`config.mk`:
```
export PLATFORM = sky130hd
export DESIGN_NAME = phy_csr_bank
export DESIGN_NICKNAME = d
export VERILOG_FILES = /design/src/rtl/phy_csr_pkg.sv /design/src/rtl/phy_csr_decode.sv /design/src/rtl/phy_csr_sticky.sv /design/src/rtl/phy_csr_flag_mux.sv /design/src/rtl/phy_csr_bank.sv
export SDC_FILE = /design/constraint.sdc
export NUM_CORES = 1
export LEC_CHECK = 0
export BUFFER_PORTS_ARGS = -buffer_cell sky130_fd_sc_hd__buf_2
export CAP_MARGIN = 20
export CELL_PAD_IN_SITES_DETAIL_PLACEMENT = 1
export CELL_PAD_IN_SITES_GLOBAL_PLACEMENT = 1
export CORE_ASPECT_RATIO = 1.1
export CORE_MARGIN = 1.5
export CORE_UTILIZATION = 36
export CTS_CLUSTER_DIAMETER = 80
export DETAILED_ROUTE_END_ITERATION = 10
export GPL_TIMING_DRIVEN = 0
export PLACE_DENSITY_LB_ADDON = 0.1
export REMOVE_ABC_BUFFERS = 1
export SLEW_MARGIN = 20
export SYNTH_ARGS = -nofsm -noshare
export SYNTH_HDL_FRONTEND = slang
export SYNTH_HIERARCHICAL = 1
export SYNTH_SLANG_ARGS = --single-unit
```
`constraint.sdc`:
```
create_clock -name clk -period 3.22 [get_ports clk]
set_clock_uncertainty 0.1 [all_clocks]
set_input_delay 0 -clock clk [delete_from_list [all_inputs] [get_ports clk]]
set_output_delay 0 -clock clk [all_outputs]
set_load 0.005 [all_outputs]
```
`src/rtl/phy_csr_pkg.sv`:
```
package phy_csr_pkg;

    localparam int unsigned A_REV      = 32'h300;
    localparam int unsigned A_SCRATCH  = 32'h301;
    localparam int unsigned A_NAME0    = 32'h302;
    localparam int unsigned A_NAME1    = 32'h303;
    localparam int unsigned A_NAME2    = 32'h304;
    localparam int unsigned A_WLOCK    = 32'h312;
    localparam int unsigned A_LOOP     = 32'h313;
    localparam int unsigned A_FSEL     = 32'h314;
    localparam int unsigned A_FDATA    = 32'h315;
    localparam int unsigned A_CDR      = 32'h321;
    localparam int unsigned A_FRMERR   = 32'h323;
    localparam int unsigned A_CLR      = 32'h324;
    localparam int unsigned A_ALIGNED  = 32'h326;
    localparam int unsigned A_DESKEW   = 32'h329;

    localparam logic [31:0] NAME0_VAL = 32'h0000_3235;
    localparam logic [31:0] NAME1_VAL = 32'h0000_4745;
    localparam logic [31:0] NAME2_VAL = 32'h0070_6373;

    typedef enum logic [3:0] {
        SEL_NONE,
        SEL_REV,
        SEL_SCRATCH,
        SEL_NAME0,
        SEL_NAME1,
        SEL_NAME2,
        SEL_WLOCK,
        SEL_LOOP,
        SEL_FSEL,
        SEL_FDATA,
        SEL_CDR,
        SEL_FRMERR,
        SEL_CLR,
        SEL_ALIGNED,
        SEL_DESKEW
    } reg_sel_e;

    typedef enum logic {
        RD_IDLE,
        RD_RESP
    } rd_state_e;

endpackage

```
`src/rtl/phy_csr_decode.sv`:
```
module phy_csr_decode
    import phy_csr_pkg::*;
#(
    parameter int ADDR_W = 12
) (
    input  logic [ADDR_W-1:0] addr,
    output reg_sel_e          sel
);
    always_comb begin
        case (32'(addr))
            A_REV:     sel = SEL_REV;
            A_SCRATCH: sel = SEL_SCRATCH;
            A_NAME0:   sel = SEL_NAME0;
            A_NAME1:   sel = SEL_NAME1;
            A_NAME2:   sel = SEL_NAME2;
            A_WLOCK:   sel = SEL_WLOCK;
            A_LOOP:    sel = SEL_LOOP;
            A_FSEL:    sel = SEL_FSEL;
            A_FDATA:   sel = SEL_FDATA;
            A_CDR:     sel = SEL_CDR;
            A_FRMERR:  sel = SEL_FRMERR;
            A_CLR:     sel = SEL_CLR;
            A_ALIGNED: sel = SEL_ALIGNED;
            A_DESKEW:  sel = SEL_DESKEW;
            default:   sel = SEL_NONE;
        endcase
    end
endmodule

```
`src/rtl/phy_csr_sticky.sv`:
```
module phy_csr_sticky (
    input  logic clk,
    input  logic rst,
    input  logic set_i,
    input  logic hold_clr_i,
    output logic q
);
    always_ff @(posedge clk) begin
        if (rst || hold_clr_i) begin
            q <= 1'b0;
        end else if (set_i) begin
            q <= 1'b1;
        end
    end
endmodule

```
`src/rtl/phy_csr_flag_mux.sv`:
```
module phy_csr_flag_mux #(
    parameter int LANES  = 4,
    parameter int FSEL_W = 3,
    localparam int NTYPES = 1 << FSEL_W
) (
    input  logic [NTYPES*LANES-1:0] flags_i,
    input  logic [FSEL_W-1:0]       sel_i,
    output logic [LANES-1:0]        lanes_o
);
    logic [LANES-1:0] by_type [NTYPES];

    for (genvar t = 0; t < NTYPES; t++) begin : g_type
        assign by_type[t] = flags_i[t*LANES +: LANES];
    end

    assign lanes_o = by_type[sel_i];
endmodule

```
`src/rtl/phy_csr_bank.sv`:
```
module phy_csr_bank
    import phy_csr_pkg::*;
#(
    parameter int          LANES  = 4,
    parameter int          ADDR_W = 12,
    parameter int          FSEL_W = 3,
    parameter logic [31:0] REV_ID = 32'h0001_0200,
    localparam int         NTYPES = 1 << FSEL_W
) (
    input  logic                    clk,
    input  logic                    rst,
    input  logic [ADDR_W-1:0]       csr_addr,
    input  logic                    csr_wr,
    input  logic [31:0]             csr_wdata,
    input  logic                    csr_rd,
    output logic [31:0]             csr_rdata,
    output logic                    csr_rvalid,
    input  logic [LANES-1:0]        word_lock_i,
    input  logic [LANES-1:0]        cdr_lock_i,
    input  logic [NTYPES*LANES-1:0] fifo_flags_i,
    input  logic                    frame_err_i,
    input  logic                    pcs_aligned_i,
    input  logic                    deskew_done_i,
    input  logic                    deskew_err_i,
    output logic [LANES-1:0]        loopback_o
);
    reg_sel_e          sel;
    rd_state_e         state_q;
    rd_state_e         state_d;
    logic [31:0]       scratch_q;
    logic [LANES-1:0]  loop_q;
    logic [FSEL_W-1:0] fsel_q;
    logic              clr_q;
    logic              frm_err_q;
    logic              dsk_err_q;
    logic              lock_lost;
    logic [LANES-1:0]  flag_lanes;
    logic [31:0]       rd_word;

    phy_csr_decode #(.ADDR_W(ADDR_W)) u_dec (
        .addr (csr_addr),
        .sel  (sel)
    );

    phy_csr_flag_mux #(.LANES(LANES), .FSEL_W(FSEL_W)) u_fmux (
        .flags_i (fifo_flags_i),
        .sel_i   (fsel_q),
        .lanes_o (flag_lanes)
    );

    assign lock_lost = ~(&word_lock_i);

    phy_csr_sticky u_frm (
        .clk        (clk),
        .rst        (rst),
        .set_i      (frame_err_i),
        .hold_clr_i (clr_q | lock_lost),
        .q          (frm_err_q)
    );

    phy_csr_sticky u_dsk (
        .clk        (clk),
        .rst        (rst),
        .set_i      (deskew_err_i),
        .hold_clr_i (clr_q),
        .q          (dsk_err_q)
    );

    // Writable registers
    always_ff @(posedge clk) begin
        if (rst) begin
            scratch_q <= '0;
            loop_q    <= '0;
            fsel_q    <= '0;
            clr_q     <= 1'b0;
        end else if (csr_wr) begin
            case (sel)
                SEL_SCRATCH: scratch_q <= csr_wdata;
                SEL_LOOP:    loop_q    <= csr_wdata[LANES-1:0];
                SEL_FSEL:    fsel_q    <= csr_wdata[FSEL_W-1:0];
                SEL_CLR:     clr_q     <= csr_wdata[0];
                default:     ;
            endcase
        end
    end

    assign loopback_o = loop_q;

    // Read word selection
    always_comb begin
        rd_word = '0;
        unique case (sel)
            SEL_REV:     rd_word = REV_ID;
            SEL_SCRATCH: rd_word = scratch_q;
            SEL_NAME0:   rd_word = NAME0_VAL;
            SEL_NAME1:   rd_word = NAME1_VAL;
            SEL_NAME2:   rd_word = NAME2_VAL;
            SEL_WLOCK:   rd_word[LANES-1:0]  = word_lock_i;
            SEL_LOOP:    rd_word[LANES-1:0]  = loop_q;
            SEL_FSEL:    rd_word[FSEL_W-1:0] = fsel_q;
            SEL_FDATA:   rd_word[LANES-1:0]  = flag_lanes;
            SEL_CDR:     rd_word[LANES-1:0]  = cdr_lock_i;
            SEL_FRMERR:  rd_word[0]          = frm_err_q;
            SEL_CLR:     rd_word[0]          = clr_q;
            SEL_ALIGNED: rd_word[0]          = pcs_aligned_i;
            SEL_DESKEW:  rd_word[1:0]        = {dsk_err_q, deskew_done_i};
            SEL_NONE:    rd_word = '0;
        endcase
    end

    // Read response state machine: next state
    always_comb begin
        state_d = state_q;
        unique case (state_q)
            RD_IDLE: state_d = csr_rd ? RD_RESP : RD_IDLE;
            RD_RESP: state_d = csr_rd ? RD_RESP : RD_IDLE;
        endcase
    end

    // State register
    always_ff @(posedge clk) begin
        if (rst) begin
            state_q <= RD_IDLE;
        end else begin
            state_q <= state_d;
        end
    end

    // Read data capture
    always_ff @(posedge clk) begin
        if (rst) begin
            csr_rdata <= '0;
        end else if (csr_rd) begin
            csr_rdata <= rd_word;
        end
    end

    // Outputs of the state machine
    always_comb begin
        csr_rvalid = 1'b0;
        unique case (state_q)
            RD_IDLE: csr_rvalid = 1'b0;
            RD_RESP: csr_rvalid = 1'b1;
        endcase
    end
endmodule

```
== After elaboration in Yosys (flattened, before gate mapping) ==
Cells that the tools add are included.

* $lt $le $gt $ge: 1
* Equal/unequal tests: 28
* Mux-type cells: 11
* Bitwise logic cells: 4
* Reduce and logical (&&, ||, !) cells: 11

{| class="wikitable"
|+ Operators by type and width
! cell !! number
|-
| $eq A12 B10 Y1 const B || 14
|-
| $pmux W28 S5 || 1
|-
| $pmux W4 S14 || 1
|-
| $eq A4 B4 Y1 const B || 7
|-
| $eq A4 B3 Y1 const B || 4
|-
| $bmux W4 S3 || 1
|-
| $pmux W1 S12 || 1
|-
| $eq A4 B2 Y1 const B || 2
|-
| $mux W4 || 2
|-
| $pmux W1 S8 || 1
|-
| $reduce_and A2 Y1 || 4
|-
| $pmux W1 S7 || 1
|-
| $pmux W1 S5 || 1
|-
| $eq A4 B1 Y1 const B || 1
|-
| $ge A4 B4 Y1 const B || 1
|-
| $logic_not A4 Y1 || 1
|-
| $not A3 Y4 || 1
|-
| $reduce_and A4 Y1 || 1
|-
| $reduce_or A2 Y1 || 2
|-
| $reduce_or A3 Y1 || 1
|-
| $logic_or A1 B1 Y1 || 2
|-
| $not A1 Y1 || 2
|-
| $pmux W1 S2 || 1
|-
| $mux W1 || 1
|-
| $or A1 B1 Y1 || 1
|}

* Bits in registers: 75
* Bits of input ports: 92
* Output and inout port bits: 37
* Word-level logic and storage cells: 63

== Depth between registers and ports, before layout ==
Gate-level depths: netlist (run 1).

* Word-level depth: 5
* Mapped depth: 12
* Gate-level depth less buffers: 8

== Hierarchy ==
Netlist (run 1), hierarchy kept.

{| class="wikitable"
|+ By module, submodules not included
! module !! times used !! cells an instance !! area an instance (µm²) !! sequential area each (µm²)
|-
| phy_csr_bank || 1 || 390 || 3173.0 || 1461.4
|-
| phy_csr_flag_mux || 1 || 14 || 270.3 || 0.0
|-
| phy_csr_decode || 1 || 32 || 216.5 || 0.0
|-
| phy_csr_sticky || 2 || 3 || 33.8 || 20.0
|}

== Least setup slack after synthesis (run 1) ==
Ideal clock, no wire load.

* Kind: register to register
* Start point: register fsel_q[0]
* End point: register csr_rdata[0]
* Library setup time: 0.139 ns
* Data arrival time: 2.207 ns
* Data required time: 2.981 ns
* Setup slack: 0.774 ns
* Stages on the path, launching flop included: 8
* Path buffers: 1
* Period minus slack after synthesis: 2.446 ns
* Path through: dfxtp_1 buf_6 mux4_1 mux2_2 mux2_4 a221o_1 a222oi_1 o221ai_1

* Longest elaborated chain between the ends: 5

{| class="wikitable"
|+ RTL lines
! element !! line !! source
|-
| start: declaration || phy_csr_bank.sv:32 || <nowiki>logic [FSEL_W-1:0] fsel_q;</nowiki>
|-
| start signal: assignment || phy_csr_bank.sv:80 || <nowiki>SEL_FSEL: fsel_q <= csr_wdata[FSEL_W-1:0];</nowiki>
|-
| $not A3 Y4 (implied by the code) || phy_csr_flag_mux.sv:16 || <nowiki>assign lanes_o = by_type[sel_i];</nowiki>
|-
| $bmux W4 S3 || phy_csr_flag_mux.sv:16 ||
|-
| $mux W4 (implied by the code) (2 in a row) || phy_csr_flag_mux.sv:16 ||
|-
| net flag_lanes[0] || phy_csr_bank.sv:37 || <nowiki>logic [LANES-1:0] flag_lanes;</nowiki>
|-
| $pmux W1 S12 || phy_csr_bank.sv:92 || <nowiki>unique case (sel)</nowiki>
|-
| end signal: assignment || phy_csr_bank.sv:134 || <nowiki>csr_rdata <= rd_word;</nowiki>
|-
| end: declaration || phy_csr_bank.sv:16 || <nowiki>output logic [31:0] csr_rdata,</nowiki>
|}

The timed path passes the listed nets, and every way through them passes these cells. The select of a mux whose other input is x is not followed.
A chain may end at the register's enable or synchronous reset.

== Worst setup path after layout (run 1) ==
* Start point: input port csr_addr[5]
* End point: register scratch_q[5]

* Longest elaborated chain between the ends: 4
* Elaborated cells on any way between the ends: 17
* Those cells by class: eq/ne: 15; mux: 1; reduce/logical: 1

{| class="wikitable"
|+ RTL lines
! element !! line !! source
|-
| start: declaration || phy_csr_bank.sv:12 || <nowiki>input logic [ADDR_W-1:0] csr_addr,</nowiki>
|-
| $eq A12 B10 Y1 || phy_csr_decode.sv:10 || <nowiki>case (32'(addr))</nowiki>
|-
| $pmux W4 S14 (*) || phy_csr_decode.sv:10 ||
|-
| net sel[1] || phy_csr_bank.sv:27 || <nowiki>reg_sel_e sel;</nowiki>
|-
| $eq A4 B2 Y1 (*) || phy_csr_bank.sv:77 || <nowiki>case (sel)</nowiki>
|-
| $reduce_and A2 Y1 (no line) (*) || - ||
|-
| end signal: assignment || phy_csr_bank.sv:78 || <nowiki>SEL_SCRATCH: scratch_q <= csr_wdata;</nowiki>
|-
| end: declaration || phy_csr_bank.sv:30 || <nowiki>logic [31:0] scratch_q;</nowiki>
|}

The timed path passes the listed nets; every way through them passes the cells marked *.

==> results of run 1 <==
==> registers in the layout, summed over array words and instances (netlist names) <==
register	count
state_q	1
csr_rdata	32
loopback_o	4
clr_q	1
u_dsk/q	1
u_frm/q	1
scratch_q	32
fsel_q	3
==> logic make-up (layout without fill, tap and decap cells) <==
group / Yosys count / count (layout) / synth area share [%]
compound gates: 106 / 106 / 17.1
xor+xnor: 3 / 3 / 0.705
fa+ha+maj: 1 / 1 / 0.302
buf+inv: 42 / 189 / 5.30
flops: 75 / 75 / 40.3
mux: 24 / 24 / 10.4
other cells: 0 / 1 / 0
simple gates: 191 / 191 / 25.9
==> power groups by stage <==
| stage | sequential, uW | clock, uW | combinational, uW |
|---|---|---|---|
| after CTS | 935 | 851 | 179 |
| after floorplan | 957 | 0 | 42.7 |
| after global placement | 957 | 0 | 140 |
| after detailed placement | 957 | 0 | 145 |
| after global routing | 936 | 896 | 194 |
| final | 935 | 832 | 178 |
==> synthesized netlist by cell type, types with 2 or more instances <==
cell	number
dfxtp_1	75
nand2_1	69
a21oi_1	64
nor2_1	32
nand2b_1	23
clkbuf_1	19
nand3_1	18
buf_2	14
nor2b_1	14
o21ai_0	12
mux2i_1	9
and3_1	8
mux4_1	8
nand3b_1	7
mux2_2	5
nor3_1	5
a32oi_1	4
a211oi_1	3
a21o_1	3
buf_6	3
inv_1	3
nor3_2	3
a31o_2	2
buf_1	2
mux2_4	2
nor3b_1	2
o211ai_1	2
xor2_1	2
==> final cells by class <==
cell class / instances / area [sq um] / area share [%]
diodes: 1 / 2.50 / 0.0499
clock buffers: 11 / 151 / 3.02
multi-input cells: 325 / 2060 / 41.0
repair buffers: 169 / 1060 / 21.1
well taps: 120 / 150 / 3.00
inverters: 4 / 15.0 / 0.300
clock inverters: 5 / 75.1 / 1.50
flip-flops and latches: 75 / 1500 / 30.0
==> per-stage QoR <==
step | cell area (sq um) | instances | hold WS [ns] | power (uW) | worst slack (ns)
finish | 5010 | 710 | 0.0263 | 1940 | 0.248
global route | 5010 | 709 | 0.0352 | 2030 | 0.0494
CTS | 5010 | 709 | 0.0155 | 1960 | 0.258
detailed placement | 4420 | 657 | 0.150 | 1100 | -0.0825
global placement | 4340 | 652 | 0.141 | 1100 | -2.89
floorplan | 3540 | 404 | -0.0309 | 1000 | -0.535
==> timing repair <==
| item | in CTS | in global routing |
|---|---|---|
| hold buffers | 36 | 0 |
| setup buffers | 0 | 0 |
| endpoints found under the hold margin | 42 | 0 |
==> per-layer routing <==
metal / track usage (%) / share of wire [%]
met2: 37.3 / 49
met3: 5.02 / 6.3
met1: 25.0 / 43
met5: 0 / 0
met4: 7.95 / 1.6
==> cells in the final DEF (no fill, tap or decap), drive strengths merged, types with 9 or more instances in the layout <==
cell,count
a21oi,64
dlygate4sd3,36
nor2,32
clkbuf,11
nor2b,14
buf,133
nand2b,23
mux2i,9
nand2,69
nand3,18
o21ai,12
dfxtp,75
==> critical path, stage by stage <==
cell and delay [ns]:
buf_2 0.10, inv_1 0.08, maj3_2 0.29, mux2_4 0.28, nor3_4 0.50, buf_8 0.24
nor4b_4 0.58, and2_2 0.76, nand2_1 0.15, a21oi_1 0.16
==> final timing paths <==
| path | from | to | slack (ns) | depth (start not counted) |
|---|---|---|---|---|
| worst min register to register | scratch_q[16] | scratch_q[16] | 0.36 | 2 |
| worst max register to register | fsel_q[0] | csr_rdata[0] | 0.42 | 6 |
| worst max-delay path | csr_addr[5] | scratch_q[5] | 0.25 | 10 |
| worst min-delay path | word_lock_i[0] | csr_rdata[0] | 0.03 | 4 |
==> flow_metrics.env, run 1 <==
export IMPL_status="finished, final reports clean"
export IMPL_worstMarginPinSlew_ns=1.05
export IMPL_final_nets=676
export IMPL_die_y_microns=110
export IMPL_vias=3720
export IMPL_clk_pin_slew_worst_paths_ns=0.08
export IMPL_grt_pass1_vias=3783
export IMPL_grt_pass1_wl_microns=18300
export IMPL_htreeDepth=3
export IMPL_p_sw_uw=438
export IMPL_antenna_left=0
export IMPL_netlist_area_sq_mm=0.00373
export IMPL_post_route_period_util_pct=92.3
export IMPL_finalSetupViolCount=0
export IMPL_rsz0062_at_grt="no"
export IMPL_clkLatencyLatePin_ns=0.36
export IMPL_globalplace_congestion=0.773
export IMPL_grt_antenna_before_repair=1
export IMPL_yosysWarningCount=6
export IMPL_grt_overflow_total=0
export IMPL_hp_class="input pin to flop"
export IMPL_p_seq_share_pct=48.1
export IMPL_vdd_ir_drop_max_mv=0.186
export IMPL_synth_ff_type="dfxtp_1"
export IMPL_final_max_slew_viol_count=0
export IMPL_leakagePower_uw=0.00205
export IMPL_p_per_area_mw_per_mm2=388
export IMPL_cts_sinks=75
export IMPL_synth_area_top_cells="dfxtp_1 (40%), a21oi_1 (8.6%), nand2_1 (6.9%), mux4_1 (5.6%), nand2b_1 (3.9%)"
export IMPL_synth_seq_area_share_pct=40.3
export IMPL_nFillCells=1237
export IMPL_worstPathMaxFanout=32
export IMPL_p_int_uw=1510
export IMPL_clockPowerShare_pct=42.8
export IMPL_clock_path_buffers=2
export IMPL_first_pass_iters=4
export IMPL_dpl_hpwl_microns=7650
export IMPL_grt_max_degree=76
export IMPL_worst_setup_path_type="input pin to flop"
export IMPL_cp_end_kind="flop"
export IMPL_layout_drive_gt1_share_pct=28.9
export IMPL_setup_tns_ns=0
export IMPL_netlist_area_leader_share_pct=40.3
export IMPL_required_ns=3.39
export IMPL_die_x_microns=100
export IMPL_fmax_ghz=0.336
export IMPL_die_area_sq_mm=0.0110
export IMPL_viasPerCell=5.24
export IMPL_initial_core_util_pct=37.3
export IMPL_syn_to_final_growth_pct=34.4
export IMPL_period_needed_ns=2.97
export IMPL_coreArea_sq_mm=0.00998
export IMPL_drv_cap=0
export IMPL_rows=38
export IMPL_netlist_instances=442
export IMPL_wl_microns=11600
export IMPL_crit_path_start_kind="input pin"
export IMPL_synth_seq_cells=75
export IMPL_cts_buffers=9
export IMPL_drtIter0Drc=132
export IMPL_synth_edff_count=0
export IMPL_swShare_pct=22.5
export IMPL_avgSynthCellArea_sq_um=8.43
export IMPL_pwr_share_comb_pct=9.2
export IMPL_io_pins=129
export IMPL_port_buffer_count=128
export IMPL_ys_types=57
export IMPL_gr_usage_all_layers_pct=21.2
export IMPL_maxSlewHeadroom_pct=29.8
export IMPL_synth_top_area_cell="dfxtp_1"
export IMPL_postLayoutCoreUtil_pct=50.2
export IMPL_hold_viol_final=0
export IMPL_routedWlPerCell_microns=16.3
export IMPL_ys_async_sr_fraction_pct=0
export IMPL_cp_data_arrival_time_ns=3.14
export IMPL_tritoncts="yes"
export IMPL_cts_root_buf="clkbuf_8"
export IMPL_drc=0
export IMPL_ctsResizeCount=0
(Power assumes the default switching activity.)
==> run 2: changes to the inputs <==
Settings changed: CORE_ASPECT_RATIO 1.1 to 0.6.
==> run 2 against run 1 <==
Net effect:
- fmax increased by 5.5%
- worst hold slack improved by 0.00077 ns
- routed wire length is 2.2% higher
- sequential share of layout area decreased by 0.89 points
- total power grew 21%
- sequential power is essentially flat
- critical path depth down 4
- cell count up 1.8%
- final area grew 3.0%
- critical endpoint is now csr_rdata[0]
- largest power group is now the clock network
- highest routed layer unchanged
==> flow_metrics.env, run 2 (synthesis results as in run 1) <==
export IMPL_critPathSlowestCell="dfxtp_1"
export IMPL_finalNonFillerCells=723
export IMPL_cts_sinks=75
export IMPL_cp_data_arrival_time_ns=2.90
export IMPL_finalSetupViolCount=0
export IMPL_clkLatencyLatePin_ns=0.33
export IMPL_worstMarginPinSlew_ns=0.967
export IMPL_grt_overflow_total=0
export IMPL_die_area_sq_mm=0.0110
export IMPL_fmax_ghz=0.355
export IMPL_globalRouteMet3Util_pct=4.81
export IMPL_total_power_uw=2360
export IMPL_hold_depth=4
export IMPL_grt_use_met2_pct=37.2
export IMPL_layout_drive_gt1_share_pct=28.7
export IMPL_worst_setup_path_type="flop to flop"
export IMPL_hold_viol_final=0
export IMPL_met1_usage_pct=28.9
export IMPL_p_seq_share_pct=39.7
export IMPL_dpl_cell_count=671
export IMPL_rows=28
export IMPL_final_cell_mix="buf_2 (127), dfxtp_1 (75), nand2_1 (68)"
export IMPL_p_per_area_mw_per_mm2=457
export IMPL_leakagePower_uw=0.00210
export IMPL_clockPowerShare_pct=52.7
export IMPL_globalplace_congestion=0.777
export IMPL_cts_buffers=9
export IMPL_required_ns=3.30
export IMPL_gr_usage_all_layers_pct=22.0
export IMPL_period_needed_ns=2.82
export IMPL_io_pins=129
export IMPL_coreArea_sq_mm=0.00995
export IMPL_initial_core_util_pct=37.5
export IMPL_syn_to_final_growth_pct=38.5
export IMPL_final_nets=676
export IMPL_crit_family="multiplexers"
export IMPL_hp_class="input pin to flop"
export IMPL_setup_ws_ns=0.404
export IMPL_worstPathMaxFanout=10
export IMPL_grt_max_degree=76
export IMPL_p_int_uw=1870
export IMPL_tritoncts="yes"
export IMPL_routedWlPerCell_microns=16.4
export IMPL_status="finished, final reports clean"
export IMPL_die_x_microns=134
export IMPL_port_buffer_count=128
export IMPL_cts_root_buf="clkbuf_16"
export IMPL_max_stage_delay_ns=0.66
export IMPL_vias=3775
export IMPL_ctsResizeCount=0
export IMPL_antenna_left=0
export IMPL_reg2reg_depth=6
export IMPL_p_sw_uw=489
export IMPL_cp_end_kind="flop"
export IMPL_clk_pin_slew_worst_paths_ns=0.06
export IMPL_grt_pass1_wl_microns=18700
export IMPL_die_y_microns=81.8
export IMPL_htreeDepth=3
export IMPL_post_route_period_util_pct=87.5
export IMPL_vdd_ir_drop_max_mv=0.315
export IMPL_path_buf_inv=0
export IMPL_maxSlewHeadroom_pct=35.6
export IMPL_clock_path_buffers=2
export IMPL_grt_pass1_vias=3724
export IMPL_mostFrequentLayoutCell="buf_2"
export IMPL_grt_antenna_before_repair=0
export IMPL_swShare_pct=20.7
export IMPL_viasPerCell=5.22
export IMPL_cp_num_cells=6
export IMPL_rsz0062_at_grt="no"
export IMPL_path_cells="mux4_1 -> mux2_2 -> mux2_4 -> a221o_1 -> a222oi_1 -> o221ai_1"
export IMPL_pre_cts_ws_ns=-0.177
export IMPL_diodes=0
export IMPL_wl_microns=11900
export IMPL_drc=0
export IMPL_crit_path_start_kind="flop"
export IMPL_hold_ws_ns=0.0270
export IMPL_drtIter0Drc=151
export IMPL_top_usage_layer="met2"
export IMPL_first_pass_iters=4
export IMPL_drv_cap=0
export IMPL_dpl_hpwl_microns=8090
export IMPL_final_max_slew_viol_count=0
export IMPL_pwr_share_comb_pct=7.6
run 2: cell types whose count changed in the layout (fill, tap and decap cells not counted), sizes merged:
cell / delta
clkbuf: -2
inv: +1
bufinv: +2
diode: -1
clkinv: -2
run 2: routing by layer:
metal	up-vias	wire [microns]
li1	1837	-
met1	1850	5620
met2	77	5650
met3	11	486
met4	0	99
met5	-	0
run 2: worst register-to-register path, cell delays in order, from the launching register on:
cell      delay, ns
dfxtp_1        0.66
mux4_1         0.63
mux2_2         0.27
mux2_4         0.27
a221o_1        0.29
a222oi_1       0.28
o221ai_1       0.17
run 2: timing repair:
item | in CTS | in global routing
setup endpoints to repair | 0 | 4
hold buffers | 36 | 0
setup buffers | 0 | 1
hold endpoints to repair | 42 | 0
run 2: area by class of cell:
type                       instances  area [sq um]
inverter                           4          15.0
fill                            1219          4790
timing repair buffer             169          1060
sequential                        75          1500
clock inverter                     6           138
clock buffer                       9           225
multi-input combinational        325          2060
tap                              135           169
run 2: final timing paths:
check | slack, ns | endpoint | startpoint
worst max-delay path | 0.40 | csr_rdata[0] | fsel_q[0]
worst min-delay path | 0.03 | csr_rdata[0] | word_lock_i[0]
worst max register to register | 0.40 | csr_rdata[0] | fsel_q[0]
worst min register to register | 0.35 | scratch_q[10] | scratch_q[10]
run 2: power by group through the flow:
| stage | Sequential, uW | Clock (uW) | Combinational (uW) |
|---|---|---|---|
| CTS | 937 | 1270 | 179 |
| detailed placement | 957 | 0 | 146 |
| floorplan | 957 | 0 | 42.7 |
| finish | 937 | 1240 | 178 |
| global placement | 957 | 0 | 139 |
| global route | 937 | 1310 | 195 |
run 2: metrics by stage:
step / TNS [ns] / util (%) / instance area, sq um
after floorplan: -17.11 / - / 3540
after global placement: -121.42 / 43.8 / 4350
after detailed placement: -3.16 / 44.6 / 4430
after CTS: 0 / 51.8 / 5160
after global routing: 0 / 51.9 / 5160
final: 0 / 51.9 / 5160
